==> src/rtl/tmr_pkg.sv <==
package tmr_pkg;
  localparam int PSC_W      = 10;
  localparam int CTL_W      = 16;
  localparam int CTL_IE_BIT = 5;
  localparam int CTL_UF_BIT = 8;
  localparam int START_OFS  = 4;
  localparam int BLK_BASE   = 8;
  localparam int BLK_STRIDE = 12;
  localparam int OFS_CNT    = 4;
  localparam int OFS_CTL    = 8;

  // terminal prescaler value (period - 1) for a control code
  function automatic logic [PSC_W-1:0] psc_limit(input logic [2:0] code);
    case (code)
      3'd1:    return PSC_W'(15);
      3'd2:    return PSC_W'(63);
      3'd3:    return PSC_W'(255);
      3'd4:    return PSC_W'(1023);
      default: return PSC_W'(3);
    endcase
  endfunction

  function automatic int blk_base(input int n);
    return BLK_BASE + BLK_STRIDE * n;
  endfunction
endpackage

==> src/rtl/tmr_prescaler.sv <==
module tmr_prescaler
  import tmr_pkg::*;
(
  input  logic       clk,
  input  logic       rst_n,
  input  logic       run,
  input  logic [2:0] code,
  output logic       tick
);
  logic [PSC_W-1:0] pc_q, pc_d;

  always_comb begin
    tick = run && (pc_q >= psc_limit(code));
    if (!run)      pc_d = '0;
    else if (tick) pc_d = '0;
    else           pc_d = pc_q + PSC_W'(1);
  end

  always_ff @(posedge clk or negedge rst_n) begin
    if (!rst_n) pc_q <= '0;
    else        pc_q <= pc_d;
  end
endmodule

==> src/rtl/tmr_channel.sv <==
module tmr_channel
  import tmr_pkg::*;
#(
  parameter int DW = 32
) (
  input  logic             clk,
  input  logic             rst_n,
  input  logic             run,
  input  logic             cst_we,
  input  logic             cnt_we,
  input  logic             ctl_we,
  input  logic [DW-1:0]    wdata,
  output logic [DW-1:0]    cnt_q,
  output logic [DW-1:0]    cst_q,
  output logic [CTL_W-1:0] ctl_rd,
  output logic             flag_q,
  output logic             ie_q,
  output logic             tick,
  output logic             irq
);
  logic [DW-1:0] cnt_d, cst_d;
  logic [2:0]    psc_q, psc_d;
  logic          ie_d, flag_d, uflow;

  tmr_prescaler u_psc (
    .clk  (clk),
    .rst_n(rst_n),
    .run  (run),
    .code (psc_q),
    .tick (tick)
  );

  always_comb begin
    cst_d = cst_we ? wdata : cst_q;
    cnt_d = cnt_q;
    uflow = 1'b0;
    if (cnt_we) begin
      cnt_d = wdata;
    end else if (tick) begin
      if (cnt_q == '0) begin
        cnt_d = cst_q;
        uflow = 1'b1;
      end else begin
        cnt_d = cnt_q - DW'(1);
      end
    end
    psc_d  = ctl_we ? wdata[2:0] : psc_q;
    ie_d   = ctl_we ? wdata[CTL_IE_BIT] : ie_q;
    flag_d = flag_q;
    if (ctl_we) flag_d = flag_q & wdata[CTL_UF_BIT];
    if (uflow)  flag_d = 1'b1;
  end

  always_ff @(posedge clk or negedge rst_n) begin
    if (!rst_n) begin
      cnt_q  <= '1;
      cst_q  <= '1;
      psc_q  <= '0;
      ie_q   <= 1'b0;
      flag_q <= 1'b0;
    end else begin
      cnt_q  <= cnt_d;
      cst_q  <= cst_d;
      psc_q  <= psc_d;
      ie_q   <= ie_d;
      flag_q <= flag_d;
    end
  end

  always_comb begin
    ctl_rd             = '0;
    ctl_rd[2:0]        = psc_q;
    ctl_rd[CTL_IE_BIT] = ie_q;
    ctl_rd[CTL_UF_BIT] = flag_q;
  end

  assign irq = flag_q & ie_q;
endmodule

==> src/rtl/tmr_unit.sv <==
module tmr_unit
  import tmr_pkg::*;
#(
  parameter int NCH = 3,
  parameter int DW  = 32,
  parameter int AW  = 8
) (
  input  logic           clk,
  input  logic           rst_n,
  input  logic           bus_sel,
  input  logic           bus_wr,
  input  logic [AW-1:0]  bus_addr,
  input  logic [DW-1:0]  bus_wdata,
  output logic [DW-1:0]  bus_rdata,
  output logic [NCH-1:0] irq
);
  logic             wr_en;
  logic [NCH-1:0]   start_q, start_d;
  logic             start_we;
  logic [NCH-1:0]   cst_we, cnt_we, ctl_we;
  logic [NCH-1:0]   ch_tick, ch_flag, ch_ie;
  logic [DW-1:0]    ch_cnt   [NCH];
  logic [DW-1:0]    ch_const [NCH];
  logic [CTL_W-1:0] ch_ctl   [NCH];

  assign wr_en    = bus_sel && bus_wr;
  assign start_we = wr_en && (bus_addr == AW'(START_OFS));
  assign start_d  = start_we ? bus_wdata[NCH-1:0] : start_q;

  always_ff @(posedge clk or negedge rst_n) begin
    if (!rst_n) start_q <= '0;
    else        start_q <= start_d;
  end

  for (genvar n = 0; n < NCH; n++) begin : g_ch
    localparam int BASE = blk_base(n);
    assign cst_we[n] = wr_en && (bus_addr == AW'(BASE));
    assign cnt_we[n] = wr_en && (bus_addr == AW'(BASE + OFS_CNT));
    assign ctl_we[n] = wr_en && (bus_addr == AW'(BASE + OFS_CTL));

    tmr_channel #(.DW(DW)) u_ch (
      .clk   (clk),
      .rst_n (rst_n),
      .run   (start_q[n]),
      .cst_we(cst_we[n]),
      .cnt_we(cnt_we[n]),
      .ctl_we(ctl_we[n]),
      .wdata (bus_wdata),
      .cnt_q (ch_cnt[n]),
      .cst_q (ch_const[n]),
      .ctl_rd(ch_ctl[n]),
      .flag_q(ch_flag[n]),
      .ie_q  (ch_ie[n]),
      .tick  (ch_tick[n]),
      .irq   (irq[n])
    );
  end

  always_comb begin
    bus_rdata = '0;
    if (bus_addr == AW'(START_OFS)) bus_rdata = DW'(start_q);
    for (int n = 0; n < NCH; n++) begin
      if (bus_addr == AW'(blk_base(n)))           bus_rdata = ch_const[n];
      if (bus_addr == AW'(blk_base(n) + OFS_CNT)) bus_rdata = ch_cnt[n];
      if (bus_addr == AW'(blk_base(n) + OFS_CTL)) bus_rdata = DW'(ch_ctl[n]);
    end
  end
endmodule

==> config.mk <==
export PLATFORM = sky130hd
export DESIGN_NAME = tmr_unit
export DESIGN_NICKNAME = d
export VERILOG_FILES = /design/src/rtl/tmr_pkg.sv /design/src/rtl/tmr_prescaler.sv /design/src/rtl/tmr_channel.sv /design/src/rtl/tmr_unit.sv
export SDC_FILE = /design/constraint.sdc
export NUM_CORES = 1
export LEC_CHECK = 0
export BUFFER_PORTS_ARGS = -buffer_cell sky130_fd_sc_hd__buf_2
export CAP_MARGIN = 20
export CELL_PAD_IN_SITES_DETAIL_PLACEMENT = 0
export CELL_PAD_IN_SITES_GLOBAL_PLACEMENT = 1
export CORE_MARGIN = 8
export CORE_UTILIZATION = 25
export DETAILED_ROUTE_END_ITERATION = 8
export GPL_TIMING_DRIVEN = 0
export PLACE_DENSITY_LB_ADDON = 0.1
export SETUP_SLACK_MARGIN = 0.2
export SKIP_CTS_REPAIR_TIMING = 1
export SLEW_MARGIN = 20
export SYNTH_ARGS = -nofsm -noshare
export SYNTH_HDL_FRONTEND = slang
export SYNTH_SLANG_ARGS = --single-unit
==> constraint.sdc <==
create_clock -name clk -period 4.6 [get_ports clk]
set_input_delay 0.69 -clock clk [delete_from_list [all_inputs] [get_ports clk]]
set_output_delay 0.69 -clock clk [all_outputs]
set_load 0.05 [all_outputs]
==> metrics.md, run 1 <==
| Metric | Value |
|---|---|
| Setup crit end kind | output port |
| YS warnings | 0 |
| Worst Path Arrival | 3.60 ns |
| Critical R2R Capture | g_ch[1].u_ch.cnt_q[11] |
| Post-route ant nets | 0 |
| Crit path max-delay family | buffers and inverters |
| Critical-path cell list | buf_2 -> nor4b_4 -> and2_0 -> clkbuf_1 -> clkbuf_1 -> a221oi_1 -> or2_2 -> a31oi_1 -> buf_2 |
| Slowest stage cell, crit path | nor4b_4 |
| Total gr overflow | 0 |
| Placed inst area | 16660 um2 |
| MaxCap Viol Count | 0 |
| DIE WIDTH | 262.7 um |
| Max Fclk | 232.9 MHz |
| Asr flop ratio synth | 1.000 |
| Drt pass-1 iters | 5 |
| Sequential share of power | 0.404 |
| Syn Inst Count | 1713 |
| Via-to-Cell Ratio | ~5.5 |
| Largest family of logic cells by synthesized area | compound AO/OA/AOI/OAI gates |
| Die area | approximately 69000 um2 |
| Layout cells sized above 1 | 0.2822 |
| Synth area leaders | dfstp_2 33%, mux2_2 9.3%, dfrtp_1 7.9% |
| Worst R2R Setup Slack | roughly 0.53 ns |
| Max VDD drop | 232.2 uV |
| Clock sink total | 240 |
| Slowest cell delay on critical path | 0.55 ns |
| H-Tree Depth | 2 |
| Crit start category | input port |
| Run status | completed |
| Worst Path Buf+Inv | 4 |
| Switching Fraction | 0.2632 |
| Final-report hold violation count | 0 |
| EDFF count, synth | 0 |
| Comb pwr share | 0.076 |
| Top-area cell type share of the netlist area | 0.3317 |
| Vias in the first global route | between 10000 and 15000 |
| Worst Path Max Fanout | 10 |
| Finished Cell Area | 17960 um2 |
| N_diodes | 0 |
| Syn Area/Cell | 8.879 um2 |
| R2r worst-path depth | 10 |
| Nets | approximately 1900 |
| I/O Pins | slightly below 80 |
| Power Density | 313.1 nW/um2 |
| Synthesized Nets | about 1800 |
| Primary FF master, synth | dfstp_2 |
| Final setup vio count | 0 |
| Port buffer count | 72 |
| Synth Register Bits | 240 |
| Synth Area in XOR/XNOR | 0.01900 |
| Clock Path Buffers | 3 |
| HP Class | in -> async |
| Finished Core Util | 0.2982 |
| Total global-route track usage | 0.1955 |
| Synth Area in Compound Gates | 0.2258 |
| Post-synthesis sequential area ratio | 0.4107 |
| Min cycle time layout | ~4.3 ns |
| Initial core utilization | 0.2525 |
| R2r startpoint | g_ch[1].u_ch.psc_q[0] |
| DIE HEIGHT | approximately 260 um |
| Worst-margin pin slew | between 1 and 1.5 ns |
| Skew final | 0.02684 ns |
| Mapped cell area | roughly 15000 um2 |
| Residual DRC | 0 |
| Setup ws final | 0.3069 ns |
| Adder-Cell Fraction of Synth Area | 0.02715 |
| Largest net degree at the start of global routing | just over 80 |
| Global-route wire length before repair | 101400 um |
| Crit share post-route | 0.9333 |
| Clock share of power | 0.520 |
| Initial antenna violation count | 2 |
| Int Pwr | 4.144 mW |
| Critical path depth | 9 |
| CTS tree | done |
| Multi-input logic area | 8453 um2 |
| Detailed Place HPWL | 53650 um |
| Num CTS Buffers | 35 |
| Simple-Gate Fraction of Synth Area | 0.1809 |
| Synth area leader | dfstp_2 |
| Row cnt | 90 |
| Core Area | about 60000 um2 |
| DRT iter0 DRCs | 1275 |
| Slew Limit Fails | 0 |
| Worst Setup SP | bus_addr[5] |
| Cell variety after synth | 73 |
| Slew margin rel. | 0.2420 |
| Root buffer cell | clkbuf_16 |
| Worst skew pair latency | 0.56 ns |
| RePlAce Congestion | between 0.8 and 0.9 |
| Via count | around 14000 |
| NetSw | approximately 1.5 mW |
| Final Routed Wirelength | 69420 um |
| Register area | around 6200 um2 |
| Fin Hold WS | 0.03298 ns |
| Multiplexer share of the synthesized area | 0.09847 |
| Area grow syn2layout | 18.11% |
| Place WS | -0.1888 ns |
| Wirelength per Cell | 26.35 um |
| Clk slew on worst S/H paths | about 0.060 ns |
| WP data required | 3.91 ns |
| Number of fill cells | between 6000 and 7000 |
| CP Class | in -> out |
| Unrepaired setup endpoints after global routing | true |
| Static leakage | 6.946 nW |
through the flow:
step	total power, mW	setup TNS (ns)	instances
after floorplan	2.486	0	1713
after global placement	2.720	-161.32	2567
after detailed placement	2.735	-2.003	2571
after CTS	5.723	-2.413	2635
after global routing	5.838	0	2635
final	5.625	0	2635
cell usage after synthesis (5+ instances only):
master,number
dfstp_2,192
nor2_1,173
o21ai_0,170
nand2_1,161
a21oi_1,130
mux2_2,125
clkbuf_1,94
a31oi_1,49
dfrtp_1,48
nor3_1,43
nand3_1,41
ha_1,33
a221oi_1,31
or2_2,30
nor4_1,26
a21o_1,22
inv_1,22
xor2_1,21
o31ai_1,20
and2_1,19
buf_1,19
or4_1,15
a211oi_1,14
and3_1,14
o211ai_1,14
or3_1,13
o2bb2ai_1,12
xnor2_1,12
buf_2,9
mux2i_1,9
o22ai_1,9
nand4_1,8
a22oi_1,7
a2bb2oi_1,7
a2111oi_0,6
a22o_1,6
nand2b_1,6
nor2b_1,6
o22a_1,6
a32oi_1,5
nor4b_1,5
o21a_1,5
o21bai_1,5
o41ai_1,5
sequential cells by signal, indices dropped and copies added (netlist names):
signal,flops
start_q,3
g_ch.u_ch.ie_q,3
g_ch.u_ch.cst_q,96
g_ch.u_ch.flag_q,3
g_ch.u_ch.cnt_q,96
g_ch.u_ch.psc_q,9
g_ch.u_ch.u_psc.pc_q,30
power by group through the flow:
stage          logic (mW)  registers, mW  clock network [mW]
6_report            0.425           2.27                2.93
4_1_cts             0.432           2.27                3.02
2_1_floorplan       0.216           2.27                   0
3_3_place_gp        0.418           2.30                   0
3_5_place_dp        0.430           2.31                   0
5_1_grt             0.462           2.28                3.10
layer usage:
layer | wire [um] | global-route usage | vias to the layer above
met5 | 0 | 0 | -
met4 | 2206 | 0.06283 | 0
met2 | 32420 | 0.3157 | 415
met1 | 31860 | 0.2701 | 7369
met3 | 2933 | 0.02264 | 103
li1 | - | - | 6564
worst max-delay path by stage:
stage / endpoint / slack (ns)
floorplan: bus_rdata[10] / 0.59
global placement: g_ch[2].u_ch.psc_q[0] / -1.99
detailed placement: bus_rdata[0] / -0.19
CTS: bus_rdata[0] / -0.19
global route: bus_rdata[15] / 0.18
finish: bus_rdata[14] / 0.31
area by class of cell:
cell class / instances / area share
plain buffers: 125 / 0.02849
flip-flops and latches: 240 / 0.3477
multi-input cells: 1325 / 0.4705
clock inverters: 11 / 0.009820
inverters: 23 / 0.004806
repair buffers: 76 / 0.02549
clock buffers: 53 / 0.05871
well taps: 782 / 0.05446
placed cells by master, fill, tap and decap left out, drive strengths merged, types with 27 or more instances in the layout:
cell type	netlist	routed
a221oi	31	31
a21oi	131	131
nor3	44	44
or2	31	31
nand2	161	161
mux2	125	125
nand3	41	41
dfstp	192	192
a31oi	49	49
nor4	27	27
clkbuf	94	148
o21ai	171	171
buf	31	105
nor2	173	173
dfrtp	48	48
ha	33	33
kinds of logic after synthesis:
family	after synthesis
buffers and inverters	148
AND/OR/NAND/NOR	577
flip-flops	240
adder cells (fa/ha/maj)	33
multiplexers	134
XOR/XNOR	33
AO/OA/AOI/OAI	548
No activity file was read; power rests on OpenSTA's default activity.
==> inputs of run 2 (changes only) <==
==> constraint.sdc (replaced) <==
create_clock -name clk -period 4.6 [get_ports clk]
set_input_delay 0.69 -clock clk [delete_from_list [all_inputs] [get_ports clk]]
set_output_delay 0.69 -clock clk [all_outputs]
set_load 0.01 [all_outputs]
==> run 2 against run 1 <==
Maximum frequency rose by 1.2%. Setup slack improved by 0.052 ns. Cell count barely moved. Sequential power barely moved. Clock power barely moved. Clock-buffer cell count did not move. Combinational power fell by 11%. Die area did not move. Power fell by 0.80%. Worst hold slack improved by 0.0030 ns. Register-to-register slack got worse by 0.04 ns.
==> metrics.md, run 2 (synthesis results as in run 1) <==
| Metric | Value |
|---|---|
| Run status | completed |
| Detailed Place HPWL | 53650 um |
| Root buffer cell | clkbuf_16 |
| Worst skew pair latency | between 0.5 and 0.6 ns |
| Unrepaired setup endpoints after global routing | false |
| Wirelength per Cell | 26.34 um |
| Initial antenna violation count | 2 |
| Slew Limit Fails | 0 |
| Residual DRC | 0 |
| Total gr overflow | 0 |
| Crit start category | input port |
| Via count | approximately 14000 |
| Design Power | around 5.6 mW |
| Port buffer count | 72 |
| Core Area | 60250 um2 |
| Num CTS Buffers | 35 |
| Setup ws final | 0.3589 ns |
| Clk slew on worst S/H paths | 0.06 ns |
| Commonest cells after routing, fill and taps aside | 192 x dfstp_2, 172 x nor2_1, 170 x o21ai_0 |
| Final setup vio count | 0 |
| Worst Path Max Fanout | 10 |
| Drt pass-1 iters | 5 |
| DIE HEIGHT | 262.7 um |
| Clock sink total | 240 |
| Crit share post-route | 0.9220 |
| Global-route wire length before repair | 101400 um |
| Worst-margin pin slew | 1.090 ns |
| Max VDD drop | around 230 uV |
| Clock Path Buffers | 3 |
| Skew final | 0.02901 ns |
| Placed inst area | 16660 um2 |
| Worst R2R Setup Slack | 0.49 ns |
| Row cnt | 90 |
| RePlAce Congestion | 0.8943 |
| CP Class | in -> out |
| WP data required | 3.91 ns |
| Worst Path Arrival | approximately 3.6 ns |
| Finished Cell Area | 17950 um2 |
| Power Density | 310.9 nW/um2 |
| Largest regs | g_ch.u_ch.cnt_q (96), g_ch.u_ch.cst_q (96), g_ch.u_ch.u_psc.pc_q (30) |
| H-Tree Depth | 2 |
| Most common cell after layout, fill and taps aside | dfstp_2 |
| Largest net degree at the start of global routing | 81 |
| Vias in the first global route | 14257 |
| DIE WIDTH | 262.7 um |
| Nets | ~1900 |
| DRT iter0 DRCs | 1110 |
| Total global-route track usage | 0.1955 |
| Place WS | -0.06081 ns |
| CTS tree | done |
| Setup crit end kind | output port |
| Via-to-Cell Ratio | 5.473 |
| Slew margin rel. | 0.2678 |
| Max Fclk | ~240 MHz |
| Die area | 68990 um2 |
| Area grow syn2layout | 18.01% |
| Post-route ant nets | 0 |
| Fin Hold WS | 0.03597 ns |
| HP Class | in -> async |
| Final Routed Wirelength | 69430 um |
| I/O Pins | 79 |
| MaxCap Viol Count | 0 |
| Static leakage | 6.932 nW |
| Layout cells sized above 1 | 0.2806 |
| Final-report hold violation count | 0 |
| Min cycle time layout | between 4 and 5 ns |
| Initial core utilization | 0.2525 |
## run 2: cell types whose count changed in the layout (fill, tap and decap cells not counted), sizes merged
cell           previous run  this run
clkbuf                  148       149
diode                     0         1
clkdlybuf4s15             1         0
## run 2: worst max-delay path: stages
cell and delay, ns:
buf_2 0.12, nor4_2 0.55, nor2b_1 0.21, clkbuf_1 0.30, clkbuf_2 0.30, clkbuf_2 0.26, a21oi_1 0.09, or2_2 0.34
a31oi_1 0.43, buf_2 0.23
## run 2: report_power, final
| group | switching [mW] | internal (mW) | total (mW) |
|---|---|---|---|
| Sequential | 0.0680 | 2.21 | 2.27 |
| Combinational | 0.254 | 0.124 | 0.378 |
| Clock | 1.11 | 1.81 | 2.93 |
| Total | 1.44 | 4.14 | 5.58 |
## run 2: layout make-up
class / instances / area, um2
Clock buffer: 53 / 1055
Tap cell: 782 / 978.4
Clock inverter: 11 / 176.4
Timing Repair Buffer: 76 / 457.9
Buffer: 125 / 501.7
Antenna cell: 1 / 2.502
Sequential cell: 240 / 6246
Multi-Input combinational cell: 1325 / 8444
Fill cell: 6449 / 42300
Inverter: 23 / 86.33
## run 2: final timing paths
kind / start / end / depth (start not counted)
max in group asynchronous: rst_n / g_ch[2].u_ch.cst_q[28] / 3
max reg2reg: g_ch[1].u_ch.psc_q[0] / g_ch[1].u_ch.cnt_q[11] / 10
min reg2reg: g_ch[0].u_ch.cst_q[21] / g_ch[0].u_ch.cnt_q[21] / 2
max: bus_addr[4] / bus_rdata[14] / 10
min: rst_n / g_ch[0].u_ch.u_psc.pc_q[7] / 1
min in group clk: bus_wdata[20] / g_ch[0].u_ch.cnt_q[20] / 3
## run 2: layer usage
| layer | GRT usage | wire length (um) |
|---|---|---|
| met4 | 0.06283 | 2146 |
| met2 | 0.3157 | 32330 |
| met5 | 0 | 0 |
| met1 | 0.2701 | 31980 |
| met3 | 0.02264 | 2972 |
## run 2: metrics by stage
stage,utilization,setup TNS (ns),instances
final,0.2979,0,2636
after global routing,0.2979,0,2635
after CTS,0.2969,-0.1805,2635
after detailed placement,0.2765,-0.09640,2571
after global placement,0.2747,-159.10,2567
after floorplan,-,0,1713
